==> config.mk <==
export PLATFORM = sky130hd
export DESIGN_NAME = lfsr_galois_counter
export DESIGN_NICKNAME = d
export VERILOG_FILES = /design/src/rtl/lfsr_pkg.sv /design/src/rtl/lfsr_galois_step.sv /design/src/rtl/lfsr_seed_guard.sv /design/src/rtl/lfsr_galois_counter.sv
export SDC_FILE = /design/constraint.sdc
export NUM_CORES = 1
export LEC_CHECK = 0
export BUFFER_PORTS_ARGS = -buffer_cell sky130_fd_sc_hd__buf_2
export CORE_AREA = 2 2 39 41
export DETAILED_ROUTE_END_ITERATION = 12
export DIE_AREA = 0 0 41 43
export GPL_TIMING_DRIVEN = 0
export PLACE_DENSITY = 0.63
export SLEW_MARGIN = 30
export SYNTH_ARGS = -nofsm -noshare
export SYNTH_HDL_FRONTEND = slang
export SYNTH_SLANG_ARGS = --single-unit
==> constraint.sdc <==
create_clock -name clk -period 1.74 [get_ports clk]
set_input_delay 0.261 -clock clk [delete_from_list [all_inputs] [get_ports clk]]
set_output_delay 0.261 -clock clk [all_outputs]
set_load 0.01 [all_outputs]
==> src/rtl/lfsr_pkg.sv <==
package lfsr_pkg;

   localparam int unsigned LFSR_WIDTH_DEF = 4;
   localparam logic [LFSR_WIDTH_DEF-1:0] LFSR_MASK_DEF = 4'b0011;

   // Action chosen for the state register in a given cycle, highest priority first.
   typedef enum logic [1:0] {
      ACT_RESET = 2'd0,
      ACT_LOAD  = 2'd1,
      ACT_STEP  = 2'd2,
      ACT_HOLD  = 2'd3
   } lfsr_act_e;

endpackage

==> src/rtl/lfsr_galois_step.sv <==
module lfsr_galois_step #(
   parameter int unsigned WIDTH = 4,
   parameter logic [WIDTH-1:0] TAP_MASK = 4'b0011
) (
   input  logic [WIDTH-1:0] cur,
   output logic [WIDTH-1:0] nxt
);

   localparam int unsigned TOP = WIDTH - 1;

   logic fb;
   assign fb = cur[TOP];

   // One cell per bit: either a plain shift or a single 2-input XOR.
   for (genvar i = 0; i < WIDTH; i++) begin : g_cell
      logic shifted;
      if (i == 0) begin : g_lsb
         assign shifted = 1'b0;
      end else begin : g_mid
         assign shifted = cur[i-1];
      end
      if (TAP_MASK[i]) begin : g_tap
         assign nxt[i] = shifted ^ fb;
      end else begin : g_plain
         assign nxt[i] = shifted;
      end
   end

   // A nonzero value must never step to zero.
   always_comb begin
      if (cur != '0) begin
         assert_step_nonzero_R4: assert (nxt != '0 || $isunknown(cur));
      end
   end

endmodule

==> src/rtl/lfsr_seed_guard.sv <==
module lfsr_seed_guard #(
   parameter int unsigned WIDTH = 4
) (
   input  logic [WIDTH-1:0] raw,
   output logic [WIDTH-1:0] safe
);

   localparam logic [WIDTH-1:0] SUBST = WIDTH'(1);

   logic is_zero;
   assign is_zero = (raw == '0);
   assign safe    = is_zero ? SUBST : raw;

endmodule

==> src/rtl/lfsr_galois_counter.sv <==
module lfsr_galois_counter
   import lfsr_pkg::*;
#(
   parameter int unsigned WIDTH = LFSR_WIDTH_DEF,
   parameter logic [WIDTH-1:0] TAP_MASK = LFSR_MASK_DEF
) (
   input  logic             clk,
   input  logic             rst,
   input  logic             en,
   input  logic             load,
   input  logic [WIDTH-1:0] seed,
   output logic [WIDTH-1:0] state,
   output logic             wrap
);

   localparam logic [WIDTH-1:0] RESET_VAL = WIDTH'(1);
   localparam int unsigned      TOP       = WIDTH - 1;

   // Elaboration checks on the parameters.
   if (WIDTH < 2) begin : g_bad_width
      $error("lfsr_galois_counter: WIDTH must be at least 2");
   end
   if (!TAP_MASK[0]) begin : g_bad_mask
      $error("lfsr_galois_counter: TAP_MASK bit 0 must be set to avoid reaching zero");
   end

   logic [WIDTH-1:0] state_q;
   logic [WIDTH-1:0] seed_q;
   logic [WIDTH-1:0] step_val;
   logic [WIDTH-1:0] seed_safe;
   logic             wrap_q;
   lfsr_act_e        act;

   lfsr_galois_step #(.WIDTH(WIDTH), .TAP_MASK(TAP_MASK)) u_step (
      .cur (state_q),
      .nxt (step_val)
   );

   lfsr_seed_guard #(.WIDTH(WIDTH)) u_guard (
      .raw  (seed),
      .safe (seed_safe)
   );

   always_comb begin
      if (rst)       act = ACT_RESET;
      else if (load) act = ACT_LOAD;
      else if (en)   act = ACT_STEP;
      else           act = ACT_HOLD;
   end

   always_ff @(posedge clk) begin
      unique case (act)
         ACT_RESET: begin
            state_q <= RESET_VAL;
            seed_q  <= RESET_VAL;
            wrap_q  <= 1'b0;
         end
         ACT_LOAD: begin
            state_q <= seed_safe;
            seed_q  <= seed_safe;
            wrap_q  <= 1'b0;
         end
         ACT_STEP: begin
            state_q <= step_val;
            wrap_q  <= (step_val == seed_q);
         end
         default: begin
            wrap_q  <= 1'b0;
         end
      endcase
   end

   assign state = state_q;
   assign wrap  = wrap_q;

   // Assertions guarding the register behaviour.
   assert_nonzero_R4: assert property (@(posedge clk) disable iff (rst)
      state != '0);

   assert_shift_only_R2: assert property (@(posedge clk) disable iff (rst)
      (en && !load && !state[TOP]) |=> state == {$past(state[TOP-1:0]), 1'b0});

   assert_hold_R5: assert property (@(posedge clk) disable iff (rst)
      (!en && !load) |=> ($stable(state) && !wrap));

   assert_load_R6: assert property (@(posedge clk) disable iff (rst)
      (load && seed != '0) |=> (state == $past(seed) && !wrap));

   assert_zero_seed_R7: assert property (@(posedge clk) disable iff (rst)
      (load && seed == '0) |=> state == RESET_VAL);

   assert_wrap_cause_R8: assert property (@(posedge clk) disable iff (rst)
      wrap |-> ($past(en) && !$past(load) && state == seed_q));

endmodule

==> flow_summary.ini <==
[power_and_ir_drop]
switching_share_pct = 22.1
finalPower_w = 0.000471
p_leak_nw = 0.237
pwr-share-comb_pct = 11.2
ir_worst_vdd_mv = 0.371
internal_power_w = 0.000366
power_density_nw_per_um2 = 906
pwr-share-seq_pct = 56.2
p_sw_w = 0.000104
clkPwrFrac_pct = 32.7

[floorplan]
core_area_um2 = 1380
dieWidth_um = 41
num_rows = 14
start_util_pct = 29.8
ios = 13
die_y_um = 43
die_area_um2 = 1760

[worst_setup_path]
cp_cell_sequence = xor2_1, or3_1, a2111oi_2
r2r-start = state[0]
reg2reg_to = wrap
worstSetupStartpointType = register
crit_arrival_ns = 1.55
critical_path.max_fanout = 3
slowest_delay_ns = 0.43
worstSetupPathType = register to register
critPathSlowestCell = edfxtp_1
endpoint_kind = register
reg2reg_setup_slack_ns = 0.34
crit_required_ns = 1.89
r2r_cells = 3

[synth]
yosysWarnings = 0
synthesis.nets = 39
yosysSeqAreaShare_pct = 63.0
syn_inst = 31
ys_seq_elements = 9
syn_area_per_cell_um2 = 13.3
synth_cell_types = 14
syn_area_um2 = 413

[route]
wire_per_inst_um = 10.1
drtPass1Iterations = 4
antenna_left = 0
drt_iter0_drc = 6
avgViaCountPerCell = 4.33
vias = 273
drc = 0
wl_um = 639

[global_routing]
grt_max_degree = 6
antenna_found_initial = 0
grt_pass1_wl_um = 1180
overflow = 0
grt_pass1_vias = 295
grt_use_total_pct = 10.3

[finish]
nNetsFinal = 56
drive_gt1_share_pct = 34.0
final-instance-count-excl-fill = 63
layout_common_cells = buf_2, edfxtp_1, and2_1, xor2_1
final_common_cell = buf_2
syn2layout_area_growth_pct = 25.8
n_antenna_cell = 0

[timing]
finalSetupViolations = 0
slew_violations = 0
fin_crit_sh_pct = 80.3
fin_skew_ns = 0.00444
finalCriticalPeriod_ns = 1.40
tightest_slew_ns = 0.561
setup_tns_ns = 0
fmax_mhz = 716
slew_headroom_pct = 62.1
rsz0062_at_grt = no
hold_viol_final = 0

[clock_network]
postCtsSetupBuffers = 0
clkLatencyLatePin_ns = 0.25
hold_buffers = 0
cts.path.max_buffers = 2
path_clk_slew_ns = 0.06
numCtsBuffers = 3
cts_tree = built
cts.sinks = 9
cts_root_buf = clkbuf_4
h-tree-depth = 1
cts_resized = 0

[flow_run]
max_cap_viol_count = 0

[min_path]
hold_depth = 3
hold_class = input pin to register
holdPathEnd = wrap
hold_path.startpoint = en

[place]
gp_congestion = 0.750
io_buffer_count = 12
placed_cells = 59

[outcome]
outcome = complete, no violations
## cells in the mapped netlist
master     number  area [um^2]
nand3_1         1         5.00
dfxtp_1         1         20.0
xor2_1          4         35.0
nor2_1          1         3.75
nand2_1         1         3.75
o311ai_0        1         8.76
a2111oi_2       1         15.0
edfxtp_1        8          240
or3_1           2         12.5
nor2b_1         1         6.26
inv_1           2         7.51
and2_1          4         25.0
a21o_1          3         22.5
o21a_1          1         7.51
## state kept, by name, indices dropped and copies added, names as in the netlist
signal,count
state,4
wrap,1
seed_q,4
## layout make-up
cell class              instances  area [um^2]
repair buffers                 12         60.1
fillers                       147          865
well taps                      16         20.0
multi-input cells              20          145
clock buffers                   4         26.3
inverters                       2         7.51
flip-flops and latches          9          260
## worst max-delay path, delay by kind of cell, from the launching register on
kind             cells  cell delay (ns)
flip-flops           1             0.43
AO/OA/AOI/OAI        1             0.35
AND/OR/NAND/NOR      1             0.32
XOR/XNOR             1             0.19
## stage by stage
step	hold WS, ns	util, %	setup WS (ns)	area (um^2)
4_1_cts	0.322	37.5	0.320	519
2_1_floorplan	0.436	-	0.349	413
6_report	0.322	37.5	0.343	519
3_5_place_dp	0.587	35.6	0.335	493
5_1_grt	0.335	37.5	0.234	519
3_3_place_gp	0.550	35.6	0.370	493
## power by group through the flow
stage | Clock (W) | Sequential [W] | Combinational, W
2_1_floorplan | 0 | 0.000271 | 0.0000274
3_3_place_gp | 0 | 0.000269 | 0.0000529
3_5_place_dp | 0 | 0.000270 | 0.0000534
4_1_cts | 0.000157 | 0.000265 | 0.0000536
5_1_grt | 0.000170 | 0.000267 | 0.0000602
6_report | 0.000154 | 0.000264 | 0.0000525
## worst max-delay path by stage
stage,start,end
2_1_floorplan,state[0],wrap
3_3_place_gp,state[0],wrap
3_5_place_dp,state[0],wrap
4_1_cts,state[0],wrap
5_1_grt,state[0],wrap
6_report,state[0],wrap
## cell families after synthesis
logic type,Yosys count,synth area share [%]
simple gates,10,13.6
buf+inv,2,1.82
compound gates,6,13.0
xor+xnor,4,8.48
flops,9,63.0
## routing by layer
layer / global-route usage [%] / vias up / part of all wire, %
li1: - / 146 / -
met1: 12.6 / 116 / 41
met2: 15.3 / 11 / 51
met3: 4.71 / 0 / 8.5
met4: 4.00 / 0 / 0
met5: 0 / - / 0
Power figures use the tool's default switching activity.
